==> src/rtl/qsat_pkg.sv <==
package qsat_pkg;
  typedef enum logic [1:0] {
    OP_ADD  = 2'b00,
    OP_SUB  = 2'b01,
    OP_DADD = 2'b10,
    OP_DSUB = 2'b11
  } op_e;

  typedef enum logic [3:0] {
    CC_EQ = 4'h0, CC_NE = 4'h1, CC_CS = 4'h2, CC_CC = 4'h3,
    CC_MI = 4'h4, CC_PL = 4'h5, CC_VS = 4'h6, CC_VC = 4'h7,
    CC_HI = 4'h8, CC_LS = 4'h9, CC_GE = 4'hA, CC_LT = 4'hB,
    CC_GT = 4'hC, CC_LE = 4'hD, CC_AL = 4'hE, CC_NV = 4'hF
  } cond_e;

  // flag vector bit positions
  localparam int unsigned FL_N = 3;
  localparam int unsigned FL_Z = 2;
  localparam int unsigned FL_C = 1;
  localparam int unsigned FL_V = 0;
endpackage

==> src/rtl/qsat_cond.sv <==
module qsat_cond
  import qsat_pkg::*;
(
  input  logic [3:0] cond_i,
  input  logic [3:0] flags_i,
  output logic       pass_o
);
  logic n, z, c, v;
  assign n = flags_i[FL_N];
  assign z = flags_i[FL_Z];
  assign c = flags_i[FL_C];
  assign v = flags_i[FL_V];

  always_comb begin
    unique case (cond_e'(cond_i))
      CC_EQ: pass_o = z;
      CC_NE: pass_o = !z;
      CC_CS: pass_o = c;
      CC_CC: pass_o = !c;
      CC_MI: pass_o = n;
      CC_PL: pass_o = !n;
      CC_VS: pass_o = v;
      CC_VC: pass_o = !v;
      CC_HI: pass_o = c && !z;
      CC_LS: pass_o = !c || z;
      CC_GE: pass_o = (n == v);
      CC_LT: pass_o = (n != v);
      CC_GT: pass_o = !z && (n == v);
      CC_LE: pass_o = z || (n != v);
      CC_AL: pass_o = 1'b1;
      default: pass_o = 1'b0;
    endcase
  end

  always_comb begin
    if (cond_i == 4'hE) a_r7_always_passes: assert (pass_o);
    if (cond_i == 4'hF) a_r7_never_passes: assert (!pass_o);
  end
endmodule

==> src/rtl/qsat_addsub.sv <==
module qsat_addsub #(
  parameter int unsigned W = 32
) (
  input  logic [W-1:0] a_i,
  input  logic [W-1:0] b_i,
  input  logic         sub_i,
  output logic [W-1:0] res_o,
  output logic         sat_o
);
  localparam int unsigned MSB = W - 1;
  localparam logic [W-1:0] MAXV = {1'b0, {(W-1){1'b1}}};
  localparam logic [W-1:0] MINV = {1'b1, {(W-1){1'b0}}};

  logic [W-1:0] wrap;
  logic         ovf;

  always_comb begin
    wrap = sub_i ? (a_i - b_i) : (a_i + b_i);
    if (sub_i) ovf = (a_i[MSB] != b_i[MSB]) && (wrap[MSB] != a_i[MSB]);
    else       ovf = (a_i[MSB] == b_i[MSB]) && (wrap[MSB] != a_i[MSB]);
  end

  // wrapped sign 0 on overflow means true value was negative
  assign res_o = ovf ? (wrap[MSB] ? MAXV : MINV) : wrap;
  assign sat_o = ovf;

  always_comb begin
    if (sat_o) a_r1_clamp_at_limit: assert (res_o == MAXV || res_o == MINV);
  end
endmodule

==> src/rtl/qsat_alu.sv <==
module qsat_alu
  import qsat_pkg::*;
#(
  parameter int unsigned W = 32
) (
  input  logic [1:0]   op_i,
  input  logic [W-1:0] rm_i,
  input  logic [W-1:0] rn_i,
  output logic [W-1:0] res_o,
  output logic         sat_o
);
  logic [W-1:0] dbl, opb;
  logic         dbl_sat, fin_sat, use_dbl, do_sub;

  assign use_dbl = op_i[1];
  assign do_sub  = op_i[0];

  qsat_addsub #(.W(W)) u_dbl (
    .a_i(rn_i), .b_i(rn_i), .sub_i(1'b0), .res_o(dbl), .sat_o(dbl_sat)
  );

  assign opb = use_dbl ? dbl : rn_i;

  qsat_addsub #(.W(W)) u_fin (
    .a_i(rm_i), .b_i(opb), .sub_i(do_sub), .res_o(res_o), .sat_o(fin_sat)
  );

  assign sat_o = fin_sat || (use_dbl && dbl_sat);

  always_comb begin
    if (use_dbl && dbl_sat) a_r3_dbl_clamp_flags: assert (sat_o);
  end
endmodule

==> src/rtl/qsat_unit.sv <==
module qsat_unit
  import qsat_pkg::*;
#(
  parameter int unsigned DATA_W = 32
) (
  input  logic              clk_i,
  input  logic              rst_ni,
  input  logic              valid_i,
  input  logic [1:0]        op_i,
  input  logic [3:0]        cond_i,
  input  logic [3:0]        flags_i,
  input  logic [DATA_W-1:0] rm_i,
  input  logic [DATA_W-1:0] rn_i,
  input  logic              q_clr_i,
  output logic [DATA_W-1:0] result_o,
  output logic              wr_en_o,
  output logic              q_o
);
  logic              pass, exec, alu_sat;
  logic [DATA_W-1:0] alu_res;

  qsat_cond u_cond (.cond_i(cond_i), .flags_i(flags_i), .pass_o(pass));

  qsat_alu #(.W(DATA_W)) u_alu (
    .op_i(op_i), .rm_i(rm_i), .rn_i(rn_i), .res_o(alu_res), .sat_o(alu_sat)
  );

  assign exec = valid_i && pass;

  always_ff @(posedge clk_i or negedge rst_ni) begin
    if (!rst_ni) begin
      result_o <= '0;
      wr_en_o  <= 1'b0;
    end else begin
      wr_en_o <= exec;
      if (exec) result_o <= alu_res;
    end
  end

  // clear beats set
  always_ff @(posedge clk_i or negedge rst_ni) begin
    if (!rst_ni)      q_o <= 1'b0;
    else if (q_clr_i) q_o <= 1'b0;
    else if (exec && alu_sat) q_o <= 1'b1;
  end

  a_r6_clear_wins: assert property (@(posedge clk_i) disable iff (!rst_ni)
    q_clr_i |=> !q_o);
  a_r5_q_sticky: assert property (@(posedge clk_i) disable iff (!rst_ni)
    (q_o && !q_clr_i) |=> q_o);
  a_r7_skip_holds: assert property (@(posedge clk_i) disable iff (!rst_ni)
    !exec |=> (!wr_en_o && $stable(result_o)));
  a_r5_q_only_on_sat: assert property (@(posedge clk_i) disable iff (!rst_ni)
    (!q_o && !(exec && alu_sat)) |=> !q_o);
  a_r8_wr_follows_valid: assert property (@(posedge clk_i) disable iff (!rst_ni)
    wr_en_o |-> $past(valid_i));
endmodule

==> config.mk <==
export PLATFORM = sky130hd
export DESIGN_NAME = qsat_unit
export DESIGN_NICKNAME = d
export VERILOG_FILES = /design/src/rtl/qsat_pkg.sv /design/src/rtl/qsat_cond.sv /design/src/rtl/qsat_addsub.sv /design/src/rtl/qsat_alu.sv /design/src/rtl/qsat_unit.sv
export SDC_FILE = /design/constraint.sdc
export NUM_CORES = 1
export LEC_CHECK = 0
export BUFFER_PORTS_ARGS = -buffer_cell sky130_fd_sc_hd__buf_4
export CORE_MARGIN = 2
export CORE_UTILIZATION = 45
export CTS_BUF_LIST = sky130_fd_sc_hd__clkbuf_4 sky130_fd_sc_hd__clkbuf_8 sky130_fd_sc_hd__clkbuf_16
export DETAILED_ROUTE_END_ITERATION = 12
export HOLD_SLACK_MARGIN = 0.02
export PLACE_DENSITY = 0.69
export SLEW_MARGIN = 30
export SYNTH_ARGS = -nofsm -noshare
export SYNTH_HDL_FRONTEND = slang
export SYNTH_HIERARCHICAL = 1
export SYNTH_SLANG_ARGS = --single-unit
==> constraint.sdc <==
create_clock -name clk_i -period 0.9 [get_ports clk_i]
set_input_delay 0.135 -clock clk_i [delete_from_list [all_inputs] [get_ports clk_i]]
set_output_delay 0.135 -clock clk_i [all_outputs]
set_load 0.1 [all_outputs]
### After elaboration in Yosys (flattened, before gate mapping)

Index checks and enable logic that the tools add are counted.

* word-level logic and storage cells: 52
* bits in registers: 34
* bits of input ports: 78

* equal/unequal tests: 20
* reductions and logical operators: 16
* $add $sub $neg: 3
* multiplexer cells: 10

Operator list (count)
* $mux 32: 6
* $add 32x32->32: 2
* $sub 32x32->32: 1
* $eq 4x4->1 const B: 7
* $eq 4x3->1 const B: 4
* $pmux 1 s15: 1
* $eq 4x2->1 const B: 2
* $logic_and 1x1->1: 7
* $eq 4x1->1 const B: 1
* $logic_not 1->1: 4
* $logic_not 4->1: 1
* $ne 1x1->1: 4
* $logic_or 1x1->1: 3
* $mux 1: 3
* $eq 1x1->1: 2
* $reduce_bool 2->1: 1

### Depth between registers and ports, before layout

Gate-level depths: netlist (run 1).

* depth after elaboration: 13
* mapped depth: 43
* gate-level depth less buffers: 41

### By module

The synthesis (run 1) kept the hierarchy.

By module, submodules not included
* qsat_addsub (u_alu.u_fin): times used 1, sequential area each 0.0 µm², cells an instance 398, area each 2834.0 µm²
* qsat_addsub (u_alu.u_dbl): times used 1, sequential area each 0.0 µm², cells an instance 394, area each 2742.6 µm²
* qsat_unit: times used 1, sequential area each 850.8 µm², cells an instance 73, area each 1373.8 µm²
* qsat_alu: times used 1, sequential area each 0.0 µm², cells an instance 38, area each 551.8 µm²
* qsat_cond: times used 1, sequential area each 0.0 µm², cells an instance 28, area each 193.9 µm²

### Worst setup path before layout (run 1)

No wires, ideal clock.

* path type: input -> register
* from: input rn_i[0]
* to: register result_o[22]
* cell stages on the path: 39
* setup slack: -6852 ps
* buffers on the path: 3
* setup time: 125 ps
* arrival: 7626 ps
* path through: inv_1 -> ha_1 -> nand2b_1 -> or4_1 -> nor2_1 -> nand2_1 -> nor3_1 -> a21oi_1 -> xnor2_1 -> ha_1 -> a21oi_1 -> o21bai_1 -> a21o_1 -> a21o_1 -> a21oi_1 -> o21ai_0 -> or4_4 -> nand2_2 -> (+3 left out) -> or4_4 -> nor4_1 -> and3_1 -> a21oi_1 -> xnor2_1 -> ha_1 -> clkbuf_1 -> and3_1 -> nand2_1 -> nor2_1 -> and2_1 -> a311oi_1 -> a21oi_2 -> nor4_4 -> and3_4 -> buf_12 -> o31ai_2 -> mux2_4

* cells in the longest elaborated chain, start to end: 10
* elaborated cells between the ends (all ways): 16

RTL lines
* from (decl): line qsat_unit.sv:13 `input logic [DATA_W-1:0] rn_i,`
* $add 32x32->32 *: line qsat_addsub.sv:18 `wrap = sub_i ? (a_i - b_i) : (a_i + b_i);`
* $mux 32 or $ne 1x1->1 (tied branches): line qsat_addsub.sv:24, qsat_addsub.sv:20
* $mux 32 *: line qsat_addsub.sv:24 `assign res_o = ovf ? (wrap[MSB] ? MAXV : MINV) : wrap;`
* net u_alu.dbl[9]: line qsat_alu.sv:12 `logic [W-1:0] dbl, opb;`
* $mux 32 *: line qsat_alu.sv:22 `assign opb = use_dbl ? dbl : rn_i;`
* net u_alu.opb[9]: line qsat_alu.sv:12
* $add 32x32->32 or $sub 32x32->32 (tied branches): line qsat_addsub.sv:18
* $mux 32 *: line qsat_addsub.sv:18
* $ne 1x1->1: line qsat_addsub.sv:19, qsat_addsub.sv:20
* $logic_and 1x1->1, on equally long branches: line qsat_addsub.sv:20, qsat_addsub.sv:19
* $mux 1: line qsat_addsub.sv:19 `if (sub_i) ovf = (a_i[MSB] != b_i[MSB]) && (wrap[MSB] != a_i[MSB]);`
* $mux 32 *: line qsat_addsub.sv:24
* net alu_res[22]: line qsat_unit.sv:20 `logic [DATA_W-1:0] alu_res;`
* to (signal assigned): line qsat_unit.sv:36 `if (exec) result_o <= alu_res;`
* to (decl): line qsat_unit.sv:15 `output logic [DATA_W-1:0] result_o,`

Mark *: on every way through the listed nets, which the timed path passes. The rest lies on a longest branch.
A chain may end at the register's enable or synchronous reset.

### Final worst setup path (run 1)

* from: input rn_i[1]
* to: register q_o

* cells in the longest elaborated chain, start to end: 12
* elaborated cells between the ends (all ways): 18

RTL lines
* $add 32x32->32 *: line qsat_addsub.sv:18
* $mux 32 or $ne 1x1->1 (tied branches): line qsat_addsub.sv:24, qsat_addsub.sv:20
* $mux 32 *: line qsat_addsub.sv:24
* net u_alu.dbl[8]: line qsat_alu.sv:12
* $mux 32 *: line qsat_alu.sv:22
* net u_alu.opb[8]: line qsat_alu.sv:12
* $add 32x32->32 or $sub 32x32->32 (tied branches): line qsat_addsub.sv:18
* $mux 32 *: line qsat_addsub.sv:18
* $ne 1x1->1 *: line qsat_addsub.sv:19, qsat_addsub.sv:20
* $logic_and 1x1->1, on equally long branches: line qsat_addsub.sv:20, qsat_addsub.sv:19
* $mux 1 *: line qsat_addsub.sv:19
* net u_alu.fin_sat: line qsat_alu.sv:13 `logic dbl_sat, fin_sat, use_dbl, do_sub;`
* $logic_or 1x1->1 *: line qsat_alu.sv:28 `assign sat_o = fin_sat || (use_dbl && dbl_sat);`
* net alu_sat: line qsat_unit.sv:19 `logic pass, exec, alu_sat;`
* $logic_and 1x1->1 *: line qsat_unit.sv:44 `else if (exec && alu_sat) q_o <= 1'b1;`
* $reduce_bool 2->1 (no line) *
* to (signal assigned): line qsat_unit.sv:42 `if (!rst_ni) q_o <= 1'b0;`
* to (signal assigned): line qsat_unit.sv:43 `else if (q_clr_i) q_o <= 1'b0;`
* to (signal assigned): line qsat_unit.sv:44
* to (decl): line qsat_unit.sv:17 `output logic q_o`

Marked as above.

==> results.yml, run 1 <==
drt:
  dr.pass1.iters: 5
  drt-total-wl_um: 25300
  drcViolationCount: 0
  vias: 8605
  detail-route-antenna-nets: 0
  wire_per_inst_um: 15.76
  first_iter_violations: 505
  via_per_inst: 5.361
yosys:
  synth_nets: 1075
  synth_warnings: 6
  synth.yosys.seq_area_share_pct: 11.06
  synth-edff-count: 0
  synth_seq_cells: 34
  synth_async_sr_flop_share_pct: 100.0
  syn_area_per_cell_um2: 8.267
  syn-instance-count: 931
  syn-cell-area_um2: 7696
  synth-main-ff-cell: "dfrtp_1"
  synth_cell_types: 87
status:
  violations: "negative setup slack"
  status: "complete, but fails checks"
global_routing:
  grt_max_degree: 35
  grt.overflow.total: 0
  grt_pass1_vias: 8408
  grt_pass1_wl_um: 39440
  grtUsageMet2_pct: 49.07
  antenna_found_initial: 0
  use_met3_pct: 0.8634
  grt-busiest-layer: "met2"
  grt_usage_pct: 25.90
  grt_use_met1_pct: 32.47
job:
  max-cap-violations: 0
place:
  place_congestion: 0.9008
  place_area_um2: 11120
  numPortBuffers: 111
  hpwlAfterDp_um: 18450
  dpl.cell_count: 1543
power:
  p_per_area_nw_per_um2: 2577
  p_leak_nw: 6.017
  total_power_mw: 32.41
  peakVddDrop_mv: 3.193
cells_and_area:
  multiInputGateArea_um2: 6842
  fin_area_um2: 12580
  utilization_pct: 75.57
  finalNonFillerCells: 1605
  fin_nets: 1529
  fillCellCount: 1190
  ff_latch_area_um2: 892.1
  final_cell_mix: "buf_4, a21oi_1, xnor2_1"
  final_common_cell: "buf_4"
  area_delta_synth_final_pct: 63.40
  antenna_cells: 0
  layout-drive-gt1-share_pct: 53.36
clock_tree:
  htreeDepth: 2
  insertion_delay_ns: 0.28
  clkTransAtPathRegs_ns: 0.05
  cts_tree: "yes"
  cts_num_sinks: 34
  clock_path_buffers: 2
  cts_made_buffers: 5
  cts_root_buf: "clkbuf_16"
die:
  die_area_um2: 18160
  num_rows: 47
  coreArea_um2: 16640
  die_x_um: 134.8
  start_util_pct: 46.24
  num_io_pins: 112
  die_h_um: 134.8
timing:
  setup_ws_ns: -6.537
  fmax_mhz: 134.5
  rsz0062_at_grt: "true"
  setup_viol: 68
  slew_viol_final: 0
  hold_slack_ns: 0.1689
  tightest_slew_ns: 0.5998
  period_needed_ns: 7.437
  period_share_pct: 826.3
  max_slew_margin_pct: 59.88
  skew_ns: 0
  hold_viol: 0
setup_path:
  crit_path_max_fanout: 6
  max_stage_delay_ns: 0.64
  start_kind: "input port"
  crit_slowest_cell: "or4_4"
  crit_type: "in2reg"
  r2r-start: "result_o[22]"
  reg2reg_depth: 2
  cp-endpoint: "q_o"
  timing.rr.end: "result_o[22]"
  crit_required_ns: 1.10
  cp_data_arrival_time_ns: 7.64
  crit_path_start: "rn_i[1]"
  cp-end-kind: "flip-flop"
  r2r_slack_ns: -0.06
hold_path:
  hold_path.class: "in2reg"
  min_path_cells: 3
==> routing by layer <==
metal,routed length (um),vias up
li1,-,4300
met1,10730,4080
met2,13400,189
met3,665,36
met4,514,0
met5,0,-
==> final cells by class <==
class | count | area share (%)
well taps | 220 | 2.189
multi-input cells | 822 | 54.40
flip-flops and latches | 34 | 7.094
repair buffers | 489 | 34.08
inverters | 33 | 1.124
clock buffers | 7 | 1.114
==> critical path: cells and delay by family <==
family / cells / cell delay (ns)
and+or+nand+nor: 17 / 3.60
xor gates and xnor gates: 2 / 0.26
muxes: 1 / 0.26
AOI/OAI and AO/OA: 13 / 2.18
adders and majority gates: 3 / 0.74
buffers and inverters: 4 / 0.47
==> cells by family after synthesis <==
kind of cell	share of synthesized area (%)
adder cells (fa/ha/maj)	11.06
other	0.04873
AND/OR/NAND/NOR	18.05
buffers and inverters	6.162
multiplexers	12.97
flip-flops	11.06
XOR/XNOR	13.84
AO/OA/AOI/OAI	26.83
==> where the power goes <==
| group | internal [mW] | total (mW) | switching, mW |
|---|---|---|---|
| registers | 2.45 | 3.37 | 0.929 |
| logic | 13.0 | 27.4 | 14.3 |
| clock network | 1.07 | 1.68 | 0.607 |
==> worst min-delay path by stage <==
stage	to	start	slack [ns]
after CTS	q_o	valid_i	0.14
after global placement	result_o[3]	rst_ni	0.09
after floorplan	q_o	rst_ni	-0.16
after detailed placement	result_o[1]	rst_ni	0.10
final	q_o	valid_i	0.17
after global routing	q_o	valid_i	0.22
==> Yosys cell counts, types with 7 or more instances <==
cell	number	area share, %
a21oi_1	99	6.4
nor2_1	90	4.4
xnor2_1	82	9.3
ha_1	64	10
mux2_4	60	12
o21ai_0	50	3.3
nand2_1	43	2.1
dfrtp_1	34	11
xor2_1	34	3.9
inv_1	33	1.6
a21o_1	29	2.8
o21ai_2	28	3.2
nor3_1	24	1.6
nand3_1	19	1.2
clkbuf_1	18	0.88
a31oi_1	16	1.3
nand2b_1	11	0.89
nor2b_1	11	0.89
buf_6	10	1.5
and3_1	9	0.73
o21a_1	9	0.88
nor4_1	8	0.65
and2_1	7	0.57
o21ai_1	7	0.46
o21bai_1	7	0.68
==> per-stage QoR <==
stage          TNS [ns]  setup WS (ns)
2_1_floorplan   -208.21         -6.315
3_3_place_gp    -220.64         -6.720
3_5_place_dp    -223.91         -6.804
4_1_cts         -213.85         -6.386
5_1_grt         -228.48         -6.888
6_report        -217.35         -6.537
==> timing repair <==
item,CTS,global route
setup endpoints to repair,68,68
pin swaps,29,44
buffers inserted,31,22
hold buffers,2,0
gates resized for setup,133,77
hold endpoints to repair,35,0
cloned,4,1
==> sequential cells by signal (all words and copies together), names as in the netlist <==
register / cells
wr_en_o: 1
result_o: 32
q_o: 1
No activity file was read; power rests on OpenSTA's default activity.
==> run 2: changes to the inputs <==
--- a/config.mk
+++ b/config.mk
@@ -8,7 +8,6 @@
 export BUFFER_PORTS_ARGS = -buffer_cell sky130_fd_sc_hd__buf_4
 export CORE_MARGIN = 2
 export CORE_UTILIZATION = 45
-export CTS_BUF_LIST = sky130_fd_sc_hd__clkbuf_4 sky130_fd_sc_hd__clkbuf_8 sky130_fd_sc_hd__clkbuf_16
 export DETAILED_ROUTE_END_ITERATION = 12
 export HOLD_SLACK_MARGIN = 0.02
 export PLACE_DENSITY = 0.69
==> run 2 against run 1 <==
Effect of this change:
- the flow still finishes with violations (negative setup slack)
- critical path depth is the same
- sequential share of layout area about the same
- clock skew stayed put
- maximum frequency down 0.23%
- non-clock buffer count stayed put
- hold slack worse by 0.0054 ns
- first-iteration DRC count is 22% lower
- global-route usage is 0.40 points lower
- critical path type unchanged
- cell area is 0.22% higher
- die area stayed put
- clock power fell by 5%
- critical endpoint unchanged
- register-to-register slack is essentially flat
==> results.yml, run 2 (synthesis results as in run 1) <==
drt:
  detail-route-antenna-nets: 0
  vias: 8666
  drcViolationCount: 0
  via_per_inst: 5.399
  dr.pass1.iters: 5
  drt-total-wl_um: 25660
  first_iter_violations: 393
  wire_per_inst_um: 15.99
timing:
  setup_viol: 68
  hold_viol: 0
  period_needed_ns: 7.454
  rsz0062_at_grt: "true"
  slew_viol_final: 0
  tightest_slew_ns: 0.5249
  setup_tns_ns: -217.63
  fmax_mhz: 134.2
  skew_ns: 0
  period_share_pct: 828.2
  setup_ws_ns: -6.554
  max_slew_margin_pct: 64.74
setup_path:
  cp-end-kind: "flip-flop"
  crit_slowest_cell: "or4_4"
  crit_required_ns: 1.10
  start_kind: "input port"
  crit_path_max_fanout: 6
  max_stage_delay_ns: 0.64
  crit_type: "in2reg"
  cp_data_arrival_time_ns: 7.66
die:
  coreArea_um2: 16640
  start_util_pct: 46.24
  die_h_um: 134.8
  num_rows: 47
  num_io_pins: 112
  die_x_um: 134.8
  die_area_um2: 18160
cells_and_area:
  largestRegisters: "result_o x32, q_o x1, wr_en_o x1"
  area_delta_synth_final_pct: 63.76
  top_register: "result_o"
  final_cell_mix: "buf_4, a21oi_1, xnor2_1"
  antenna_cells: 0
  final_common_cell: "buf_4"
  fin_nets: 1529
  fillCellCount: 1181
  layout-drive-gt1-share_pct: 53.14
  fin_area_um2: 12600
  largest_register_ffs: 32
clock_tree:
  cts_tree: "yes"
  clkTransAtPathRegs_ns: 0.05
  insertion_delay_ns: 0.27
  cts_num_sinks: 34
  cts_made_buffers: 5
  clock_path_buffers: 2
  cts_root_buf: "clkbuf_16"
  htreeDepth: 2
place:
  place_area_um2: 11120
  hpwlAfterDp_um: 18450
  numPortBuffers: 111
  place_congestion: 0.9008
  post-place-ws_ns: -6.804
power:
  peakVddDrop_mv: 3.355
  p_per_area_nw_per_um2: 2587
  p_leak_nw: 6.031
  total_power_mw: 32.60
hold_path:
  hold_path.class: "in2reg"
global_routing:
  grt.overflow.total: 0
  antenna_found_initial: 0
  grt_max_degree: 35
  grt_pass1_wl_um: 38840
  grt_usage_pct: 25.50
  grt_pass1_vias: 8364
status:
  violations: "negative setup slack"
  status: "complete, but fails checks"
job:
  max-cap-violations: 0
## run 2: cell count changes in the layout (fill, tap and decap cells not counted), moves of 2 or more
| cell | before | now |
|---|---|---|
| buf_12 | 39 | 34 |
| buf_4 | 431 | 427 |
| buf_6 | 11 | 14 |
| buf_8 | 3 | 6 |
| clkbuf_1 | 0 | 2 |
| clkbuf_16 | 6 | 8 |
| clkbuf_4 | 2 | 0 |
| o21ai_2 | 30 | 28 |
| o21ai_4 | 4 | 6 |
## run 2: layout make-up
| class | count | area [um2] | area share, % |
|---|---|---|---|
| multi-input combinational | 822 | 6845 | 54.31 |
| timing repair buffer | 489 | 4317 | 34.25 |
| sequential | 34 | 892.1 | 7.078 |
| tap | 220 | 275.3 | 2.184 |
| inverter | 33 | 141.4 | 1.122 |
| clock buffer | 7 | 132.6 | 1.052 |
## run 2: path summary, 6_finish.rpt
check                      slack, ns      endpoint  cells past startpoint    startpoint
max in group asynchronous       0.22  result_o[23]                      2        rst_ni
min in group asynchronous       0.34   result_o[3]                      2        rst_ni
hold reg to reg                 0.53  result_o[25]                      1  result_o[25]
hold / removal                  0.16           q_o                      3       valid_i
setup reg to reg               -0.05  result_o[22]                      2  result_o[22]
setup / recovery               -6.55           q_o                     40       rn_i[1]
## run 2: layer usage
layer / track usage [%] / up-vias / share of wire [%]
met1: 31.73 / 4115 / 42
met3: 0.8258 / 31 / 3.2
met4: 5.439 / 0 / 1.7
li1: - / 4297 / -
met5: 0 / - / 0
met2: 48.67 / 223 / 53
## run 2: through the flow
stage                     hold slack, ns  cells  utilization, %
after floorplan                  -0.1606    931               -
after global placement           0.09198   1543           66.81
after detailed placement          0.1010   1543           66.81
after CTS                         0.1409   1585           72.84
after global routing              0.2222   1605           75.73
final                             0.1636   1605           75.73
## run 2: critical path, delay by kind of cell
family	cells	cell delay (ns)
buffers and inverters	4	0.46
XOR/XNOR	2	0.26
multiplexers	1	0.26
AO/OA/AOI/OAI	13	2.20
AND/OR/NAND/NOR	17	3.59
adder cells (fa/ha/maj)	3	0.74
## run 2: power breakdown
part | leakage, nW | switching [mW] | internal, mW
clock | 0.0640 | 0.581 | 1.01
sequential | 0.365 | 0.905 | 2.45
combinational | 5.60 | 14.5 | 13.1
## run 2: what timing repair did
item	4_1_cts	5_1_grt
endpoints found under the setup margin	68	68
resized for setup	131	78
setup buffers	29	22
endpoints found under the hold margin	35	0
pin swaps	28	42
hold buffers	2	0
cloned	4	3
